===== config.mk =====
export PLATFORM = sky130hd
export DESIGN_NAME = twi_slave_matcher
export DESIGN_NICKNAME = d
export VERILOG_FILES = /design/src/rtl/twi_slv_pkg.sv /design/src/rtl/twi_bus_events.sv /design/src/rtl/twi_addr_compare.sv /design/src/rtl/twi_slave_matcher.sv
export SDC_FILE = /design/constraint.sdc
export NUM_CORES = 1
export LEC_CHECK = 0
export BUFFER_PORTS_ARGS = -buffer_cell sky130_fd_sc_hd__buf_2
export CORE_ASPECT_RATIO = 1.4
export CORE_MARGIN = 2
export CORE_UTILIZATION = 40
export CTS_BUF_LIST = sky130_fd_sc_hd__clkbuf_16
export DETAILED_ROUTE_END_ITERATION = 8
export PLACE_DENSITY = 0.68
export SLEW_MARGIN = 10
export SYNTH_ARGS = -nofsm -noshare
export SYNTH_HDL_FRONTEND = slang
export SYNTH_HIERARCHICAL = 1
export SYNTH_SLANG_ARGS = --single-unit

===== constraint.sdc =====
create_clock -name clk_i -period 2.4 [get_ports clk_i]
set_clock_uncertainty 0.1 [all_clocks]
set_input_delay 0.12 -clock clk_i [delete_from_list [all_inputs] [get_ports clk_i]]
set_output_delay 0.12 -clock clk_i [all_outputs]
set_load 0.03 [all_outputs]

===== src/rtl/twi_slv_pkg.sv =====
package twi_slv_pkg;
  typedef enum logic [2:0] {
    ST_IDLE,
    ST_ADDR,
    ST_ACK,
    ST_RX,
    ST_TX,
    ST_TX_ACK,
    ST_TX_WAIT
  } slv_state_e;
endpackage


===== src/rtl/twi_bus_events.sv =====
module twi_bus_events (
  input  logic clk_i,
  input  logic rst_ni,
  input  logic scl_i,
  input  logic sda_i,
  output logic start_o,
  output logic stop_o,
  output logic rise_o,
  output logic fall_o
);
  logic scl_q, sda_q;

  always_ff @(posedge clk_i or negedge rst_ni) begin
    if (!rst_ni) begin
      scl_q <= 1'b1;
      sda_q <= 1'b1;
    end else begin
      scl_q <= scl_i;
      sda_q <= sda_i;
    end
  end

  // SDA moves while SCL stays high
  assign start_o = scl_i && scl_q && sda_q && !sda_i;
  assign stop_o  = scl_i && scl_q && !sda_q && sda_i;
  assign rise_o  = scl_i && !scl_q;
  assign fall_o  = !scl_i && scl_q;
endmodule


===== src/rtl/twi_addr_compare.sv =====
module twi_addr_compare #(
  parameter int unsigned AW = 7,
  parameter int unsigned N  = 2
) (
  input  logic [AW-1:0]        addr_i,
  input  logic [N-1:0][AW-1:0] own_addr_i,
  input  logic [N-1:0]         own_en_i,
  input  logic                 gc_en_i,
  output logic [N-1:0]         own_hit_o,
  output logic                 gc_hit_o,
  output logic                 any_o
);
  for (genvar i = 0; i < N; i++) begin : g_own
    assign own_hit_o[i] = own_en_i[i] && (addr_i == own_addr_i[i]);
  end

  assign gc_hit_o = gc_en_i && (addr_i == '0);
  assign any_o    = gc_hit_o || (|own_hit_o);
endmodule


===== src/rtl/twi_slave_matcher.sv =====
module twi_slave_matcher
  import twi_slv_pkg::*;
#(
  parameter int unsigned DW = 8
) (
  input  logic          clk_i,
  input  logic          rst_ni,
  input  logic          en_i,
  input  logic [DW-2:0] own_addr1_i,
  input  logic          own_en1_i,
  input  logic [DW-2:0] own_addr2_i,
  input  logic          own_en2_i,
  input  logic          gc_en_i,
  input  logic          int_en_i,
  input  logic          nm_int_en_i,
  input  logic          scl_i,
  input  logic          sda_i,
  output logic          scl_oe_o,
  output logic          sda_oe_o,
  input  logic          rd_strobe_i,
  input  logic          wr_strobe_i,
  input  logic [DW-1:0] wr_data_i,
  input  logic          clr_nmatch_i,
  output logic [DW-1:0] rd_data_o,
  output logic          match_o,
  output logic [1:0]    addr_hit_o,
  output logic          gc_match_o,
  output logic          new_match_o,
  output logic          xmit_o,
  output logic          buf_empty_o,
  output logic          irq_o
);
  localparam int unsigned AW = DW - 1;
  localparam int unsigned CW = $clog2(DW + 1);
  localparam logic [CW-1:0] CNT_FULL = CW'(DW);
  localparam logic [CW-1:0] CNT_ONE  = CW'(1);

  logic start, stop, rise, fall;
  logic [1:0] own_hit;
  logic gc_hit, any_hit;

  slv_state_e    st_q;
  logic [DW-1:0] sh_q, rx_q;
  logic [CW-1:0] cnt_q;
  logic          hold_q, sda_low_q;
  logic          match_q, gc_q, nm_q, xmit_q, bufe_q;
  logic [1:0]    hit_q;

  twi_bus_events u_evt (
    .clk_i   (clk_i),
    .rst_ni  (rst_ni),
    .scl_i   (scl_i),
    .sda_i   (sda_i),
    .start_o (start),
    .stop_o  (stop),
    .rise_o  (rise),
    .fall_o  (fall)
  );

  twi_addr_compare #(.AW(AW), .N(2)) u_cmp (
    .addr_i     (sh_q[DW-1:1]),
    .own_addr_i ({own_addr2_i, own_addr1_i}),
    .own_en_i   ({own_en2_i, own_en1_i}),
    .gc_en_i    (gc_en_i),
    .own_hit_o  (own_hit),
    .gc_hit_o   (gc_hit),
    .any_o      (any_hit)
  );

  always_ff @(posedge clk_i or negedge rst_ni) begin
    if (!rst_ni) begin
      st_q      <= ST_IDLE;
      sh_q      <= '0;
      rx_q      <= '0;
      cnt_q     <= '0;
      hold_q    <= 1'b0;
      sda_low_q <= 1'b0;
      match_q   <= 1'b0;
      hit_q     <= '0;
      gc_q      <= 1'b0;
      nm_q      <= 1'b0;
      xmit_q    <= 1'b0;
      bufe_q    <= 1'b0;
    end else if (!en_i) begin
      st_q      <= ST_IDLE;
      cnt_q     <= '0;
      hold_q    <= 1'b0;
      sda_low_q <= 1'b0;
      match_q   <= 1'b0;
      hit_q     <= '0;
      gc_q      <= 1'b0;
      nm_q      <= 1'b0;
      xmit_q    <= 1'b0;
      bufe_q    <= 1'b0;
    end else begin
      if (stop || start) begin
        st_q      <= stop ? ST_IDLE : ST_ADDR;
        cnt_q     <= '0;
        hold_q    <= 1'b0;
        sda_low_q <= 1'b0;
        match_q   <= 1'b0;
        hit_q     <= '0;
        gc_q      <= 1'b0;
        xmit_q    <= 1'b0;
        bufe_q    <= 1'b0;
      end else begin
        unique case (st_q)
          ST_ADDR: begin
            if (rise) begin
              sh_q  <= {sh_q[DW-2:0], sda_i};
              cnt_q <= cnt_q + CNT_ONE;
            end else if (fall && cnt_q == CNT_FULL) begin
              if (any_hit) begin
                st_q      <= ST_ACK;
                sda_low_q <= 1'b1;
                hold_q    <= 1'b1;
                match_q   <= 1'b1;
                nm_q      <= 1'b1;
                hit_q     <= own_hit;
                gc_q      <= gc_hit;
                xmit_q    <= sh_q[0];
                bufe_q    <= sh_q[0];
              end else begin
                st_q <= ST_IDLE;
              end
            end
          end
          ST_ACK: begin
            if (hold_q) begin
              if (wr_strobe_i) begin
                sh_q   <= wr_data_i;
                bufe_q <= 1'b0;
                hold_q <= 1'b0;
              end else if (rd_strobe_i) begin
                hold_q <= 1'b0;
              end
            end else if (fall) begin
              cnt_q <= '0;
              if (xmit_q) begin
                st_q      <= ST_TX;
                sda_low_q <= ~sh_q[DW-1];
              end else begin
                st_q      <= ST_RX;
                sda_low_q <= 1'b0;
              end
            end
          end
          ST_RX: begin
            if (rise) begin
              sh_q  <= {sh_q[DW-2:0], sda_i};
              cnt_q <= cnt_q + CNT_ONE;
            end else if (fall && cnt_q == CNT_FULL) begin
              rx_q      <= sh_q;
              sda_low_q <= 1'b1;
              hold_q    <= 1'b1;
              st_q      <= ST_ACK;
            end
          end
          ST_TX: begin
            if (rise) begin
              cnt_q <= cnt_q + CNT_ONE;
            end else if (fall) begin
              if (cnt_q == CNT_FULL) begin
                sda_low_q <= 1'b0;
                st_q      <= ST_TX_ACK;
              end else begin
                sh_q      <= {sh_q[DW-2:0], 1'b0};
                sda_low_q <= ~sh_q[DW-2];
              end
            end
          end
          ST_TX_ACK: begin
            if (rise && sda_i) begin
              st_q <= ST_IDLE;  // master NACK: bus left alone until next Start
            end else if (fall) begin
              hold_q <= 1'b1;
              bufe_q <= 1'b1;
              st_q   <= ST_TX_WAIT;
            end
          end
          ST_TX_WAIT: begin
            if (wr_strobe_i) begin
              sh_q      <= wr_data_i;
              sda_low_q <= ~wr_data_i[DW-1];
              cnt_q     <= '0;
              hold_q    <= 1'b0;
              bufe_q    <= 1'b0;
              st_q      <= ST_TX;
            end
          end
          default: ;
        endcase
      end
      if (clr_nmatch_i) nm_q <= 1'b0;  // host clear wins over a same-cycle match
    end
  end

  assign scl_oe_o    = hold_q;
  assign sda_oe_o    = sda_low_q;
  assign rd_data_o   = rx_q;
  assign match_o     = match_q;
  assign addr_hit_o  = hit_q;
  assign gc_match_o  = gc_q;
  assign new_match_o = nm_q;
  assign xmit_o      = xmit_q;
  assign buf_empty_o = bufe_q;
  assign irq_o       = int_en_i && nm_int_en_i && nm_q;
endmodule


-- Yosys cells after proc, flatten, opt, wreduce, memory -nomap -nowiden
Cells that the tools add are included.
- output and inout bits: 18
- input bits: 35
- flip-flop bits (word level): 34
- equality and inequality tests: 44
- add/sub/neg operators: 1
- mux-type cells: 85
- reduce and logical (&&, ||, !) cells: 34
- bitwise logic cells: 5
- operator list (operator ; count):
    $ne 4x4->1 const B ; 14
    $mux 8 ; 6
    $mux 1 ; 45
    $mux 3 ; 15
    $pmux 8 s4 ; 1
    $mux 4 ; 6
    $ne 3x1->1 const B ; 6
    $pmux 3 s6 ; 1
    $reduce_and 5->1 ; 3
    $eq 7x7->1 ; 2
    $logic_and 1x1->1 ; 14
    $mux 2 ; 7
    $ne 7x1->1 const B ; 2
    $pmux 4 s3 ; 1
    $reduce_and 12->1 ; 1
    $reduce_and 11->1 ; 1
    $pmux 1 s5 ; 2
    $eq 3x3->1 const B ; 3
    $reduce_and 9->1 ; 1
    $ne 2x2->1 const B ; 4
    $ne 8x1->1 const B ; 1
    $reduce_and 8->1 ; 1
    $logic_not 7->1 ; 1
    $reduce_and 7->1 ; 1
    19 further kinds ; 30

-- Logic depth before layout (Yosys ltp)
- depth after elaboration: 11
- gate-level depth with buffers: 9

-- By module
Netlist, hierarchy kept.
- by module, submodules not included (module ; times used ; sequential area each (sq um) ; area an instance (sq um) ; cells an instance):
    twi_slave_matcher ; 1 ; 800.8 ; 1921.8 ; 202
    twi_addr_compare ; 1 ; 0.0 ; 181.4 ; 24
    twi_bus_events ; 1 ; 52.6 ; 87.6 ; 6

-- Worst setup path before layout
Ideal clock, no wire load.
- path type: flip-flop to flip-flop
- start point: reg u_evt.sda_q
- end point: reg cnt_q[3]
- slack: 0.381 ns
- cell stages (with the launch flop): 7
- data arrival time: 1.850 ns
- buffers on the path: 1
- data required time: 2.231 ns
- cells stage by stage: dfstp_2 -> and4b_1 -> or3b_4 -> buf_6 -> nor2_8 -> or4b_1 -> nand3_1
- word-level cells in the longest chain between the ends: 6
- ends and longest elaborated chain (element ; RTL line ; text):
    from (decl) ; twi_bus_events.sv:11 ; logic scl_q, sda_q;
    from (signal assigned) ; twi_bus_events.sv:19 ; sda_q <= sda_i;
    $logic_not 1->1 (*) ; twi_bus_events.sv:25 ; assign stop_o = scl_i && scl_q && !sda_q && sda_i;
    $logic_and 1x1->1 (*) (2 in a row) ; twi_bus_events.sv:25 ;
    via stop ; twi_slave_matcher.sv:38 ; logic start, stop, rise, fall;
    $logic_or 1x1->1 (*) ; twi_slave_matcher.sv:96 ; if (stop || start) begin
    $ne 5x2->1 (no source line) (tied with other cells) ; n/a ;
    $reduce_and 5->1 (no source line) / $mux 4 (equally long branches) ; n/a ;
    to (signal assigned) ; twi_slave_matcher.sv:111 ; cnt_q <= cnt_q + CNT_ONE;
    to (signal assigned) ; twi_slave_matcher.sv:151 ; cnt_q <= cnt_q + CNT_ONE;
    to (signal assigned) ; twi_slave_matcher.sv:161 ; cnt_q <= cnt_q + CNT_ONE;
    to (decl) ; twi_slave_matcher.sv:44 ; logic [CW-1:0] cnt_q;
Mark *: on every way through the listed nets, which the timed path passes. The rest lies on a longest branch.
A chain may end at the register's enable or synchronous reset.

-- Final worst setup path
- start point: in sda_i
- end point: reg sh_q[4]
- word-level cells in the longest chain between the ends: 5
- ends and longest elaborated chain (element ; RTL line ; text):
    from (decl) ; twi_slave_matcher.sv:17 ; input logic sda_i,
    $logic_not 1->1 ; twi_bus_events.sv:24 ; assign start_o = scl_i && scl_q && sda_q && !sda_i;
    $logic_and 1x1->1 ; twi_bus_events.sv:24 ;
    via start ; twi_slave_matcher.sv:38 ;
    $logic_or 1x1->1 ; twi_slave_matcher.sv:96 ;
    $not 1->1 (no source line) ; n/a ;
    $reduce_and 8->1 (no source line) ; n/a ;
    to (signal assigned) ; twi_slave_matcher.sv:110 ; sh_q <= {sh_q[DW-2:0], sda_i};
    to (signal assigned) ; twi_slave_matcher.sv:131 ; sh_q <= wr_data_i;
    to (signal assigned) ; twi_slave_matcher.sv:150 ; sh_q <= {sh_q[DW-2:0], sda_i};
    to (decl) ; twi_slave_matcher.sv:43 ; logic [DW-1:0] sh_q, rx_q;
The timed path passes the listed nets, and every way through them passes these cells.

==> metrics.txt <==
Final Critical Period=2.29 ns; CTS Sinks=34; GRT overflow=0; RSZ-0062 raised after global routing=false; post-synthesis compound-gate area fraction=16.3%; FF-to-FF setup slack=0.17 ns; Worst Path Required=2.49 ns; worst-margin pin slew=0.785 ns; Worst Reg-to-Reg Cells=7; routed vias=1,990; MaxCap Viol Count=0; HPWL after DPL=4180 µm; Max-slew headroom=47.6%; number of library cell types mapped by synthesis=51; layout cell share with drive strength beyond 1=30.4%; syn avg cell area=9.44 µm²; Clock Latency Late Sink=0.28 ns; crit path DAT=2.38 ns; Main synth FF type=dfrtp_1; Post-synth ARST share=100%; number of buffers created by CTS=5; residual DRC count=0; critical path startpoint category=input pin; post-synthesis xor/xnor area fraction=5.60%; CTS tree=done; critical path type=in -> reg; EDFF count, synth=0; initial antenna violation count=0; I/O Pins=53; post-CTS setup buffer count=0; Slew Limit Fails=0; synthesized netlist net count=269; WL/cell=15.9 µm; sequential share of the synthesized area=38.9%; Final Hold Fails=0; Detailed Route WL=5720 µm; clk slew on worst S/H paths=0.05 ns; worst r2r src=u_evt/sda_q; largest net degree at the start of global routing=35; H-tree levels=2; Port Buffer Count=52; first-pass GRT wire length=9690 µm; CTS max path bufs=2; Power, Total=2.37 mW; simple-gate share of the synthesized area=22.8%; Hold WC Path Type=in -> reg; Mapped Area=2190 µm²; num rows=31; final worst-path cycle share=95.3%; effective utilization at floorplan=41.8%; drt initial violations=103; worst reg2reg path endpoint=sh_q[4]; Static Leak=1.32 nW; main combinational cell family by area after synthesis=simple AND/OR/NAND/NOR gates; vias per cell=5.54; status=complete, no violations; post-route ant nets=0; Hold Path Cell Cnt=2; Seq cells post-synth=34; WHS Endpoint=new_match_o; share of the synthesized area in the top cell type=36.6%; TNS Setup=0 ns; Synth area leader=dfrtp_1; largest fanout on the critical path=14; warning count from the yosys run=6; DR pass1 iterations=4; Area Growth Syn to Fin=26.0%; Setup violations, final=0; Overall Global Routing Usage=20.7%; Peak VDD IR=0.526 mV; Die Ht=91.6 µm; Die Width=66.5 µm; synth top area cells=dfrtp_1 37%, xnor2_1 5.6%, mux2i_1 5.5%; max frequency=437 MHz; Hold Path Origin=en_i; GPL Wtd Cong=0.881; mux share of post-synthesis cell area=10.3%; cells after synthesis=232; Post-Synth Adder-Cell Area=1.14%; vias in the first global route=2,022; die area=6090 µm²; core footprint=5240 µm²; root buffer cell=clkbuf_16; final hold slack=0.00826 ns; n_diodes=0; cell area power density=856 nW/µm²; Worst Setup End Kind=flip-flop; Final nets=329
-- synthesized netlist by cell type, drive strengths merged, types with 2 or more instances --
master   number
o21ai        17
dfrtp        32
a211oi        2
mux2i        12
nor2b         8
and4b         3
ha            2
mux2          9
nor3b         4
nand2        13
dfstp         2
o2111ai       2
nor2         25
o221ai        2
o22ai         2
nand2b        4
nand4         5
inv           8
xnor2        14
a31oi         2
clkbuf        2
a21oi        22
buf          10
nand3         6
and3          3
nor3          2
nand3b        3
-- cell type report --
type | instances | area, µm²
fillers | 502 | 2470
multi-input cells | 178 | 1230
flip-flops and latches | 34 | 853
repair buffers | 65 | 368
clock buffers | 5 | 125
well taps | 66 | 82.6
clock inverters | 3 | 68.8
inverters | 8 | 30.0
-- registers in the layout, indices dropped and copies added, names as in the netlist --
register and cells:
addr_hit_o 2, buf_empty_o 1, cnt_q 4, gc_match_o 1, match_o 1, new_match_o 1
rd_data_o 8, scl_oe_o 1, sda_oe_o 1, sh_q 8, st_q 3, u_evt/scl_q 1
u_evt/sda_q 1, xmit_o 1
-- layout by cell type (no fill, tap or decap), types with 2 or more instances in the layout --
cell type      instances
a211oi_1               2
a21oi_1               21
a31oi_1                2
and3_1                 3
and4b_1                3
buf_2                 52
buf_4                  9
bufinv_16              2
clkbuf_16              5
dfrtp_1               32
dfstp_2                2
dlygate4sd3_1          4
ha_1                   2
inv_1                  8
mux2_2                 8
mux2i_1               12
nand2_1               13
nand2b_1               4
nand3_1                6
nand3b_1               3
nand4_1                4
nor2_1                23
nor2_8                 2
nor2b_1                7
nor3_1                 2
nor3b_1                3
o2111ai_1              2
o21ai_0               15
o21ai_1                2
o22ai_1                2
xnor2_1               14
-- worst max path at each step --
stage | from | endpoint | slack (ns) | cells past startpoint
finish | sda_i | sh_q[4] | 0.11 | 9
global route | sda_i | sh_q[4] | 0.003 | 9
CTS | sh_q[6] | buf_empty_o | 0.04 | 8
detailed placement | sh_q[6] | buf_empty_o | 0.04 | 8
global placement | sh_q[6] | buf_empty_o | 0.09 | 8
floorplan | u_evt/sda_q | cnt_q[3] | 0.38 | 6
-- worst max-delay path, cell delays in order --
cell and delay [ns]:
dlygate4sd3_1 0.52, buf_2 0.18, and4b_1 0.27, or3b_4 0.51
a21oi_1 0.14, and3_1 0.23, buf_4 0.21, nor2_1 0.05
a21oi_1 0.16
-- report_power, final --
group	internal [mW]	switching (mW)	leakage (nW)
Combinational	0.327	0.337	0.784
Sequential	0.659	0.184	0.447
Clock	0.597	0.262	0.0940
-- per-layer routing --
metal  routed length, µm  GRT usage, %  up-vias  part of all wire, %
met5                   0             0        -                    0
met4                 143          8.50        0                  2.5
met3                 286          3.84       14                  5.0
met2                3030          36.1       78                   53
met1                2260          24.2      940                   40
li1                    -             -      958                    -
-- per-stage QoR --
| step | area (µm²) | setup WS (ns) | std cells | utilization, % |
|---|---|---|---|---|
| final | 2760 | 0.113 | 359 | 52.7 |
| after global routing | 2760 | 0.00254 | 359 | 52.7 |
| after CTS | 2760 | 0.0379 | 359 | 52.7 |
| after detailed placement | 2520 | 0.0431 | 347 | 48.2 |
| after global placement | 2520 | 0.0917 | 347 | 48.2 |
| after floorplan | 2190 | 0.381 | 232 | - |
-- logic make-up after synthesis --
logic type,Yosys count
AO/OA/AOI/OAI,58
XOR/XNOR,14
adder cells (fa/ha/maj),2
buffers and inverters,20
flip-flops,34
multiplexers,21
AND/OR/NAND/NOR,83
-- what timing repair did --
| item | in CTS | in global routing |
|---|---|---|
| setup endpoints to repair | 0 | 4 |
| gates resized for setup | 0 | 2 |
| endpoints found under the hold margin | 35 | 0 |
| hold buffers | 4 | 0 |
No activity file was read; power rests on OpenSTA's default activity.
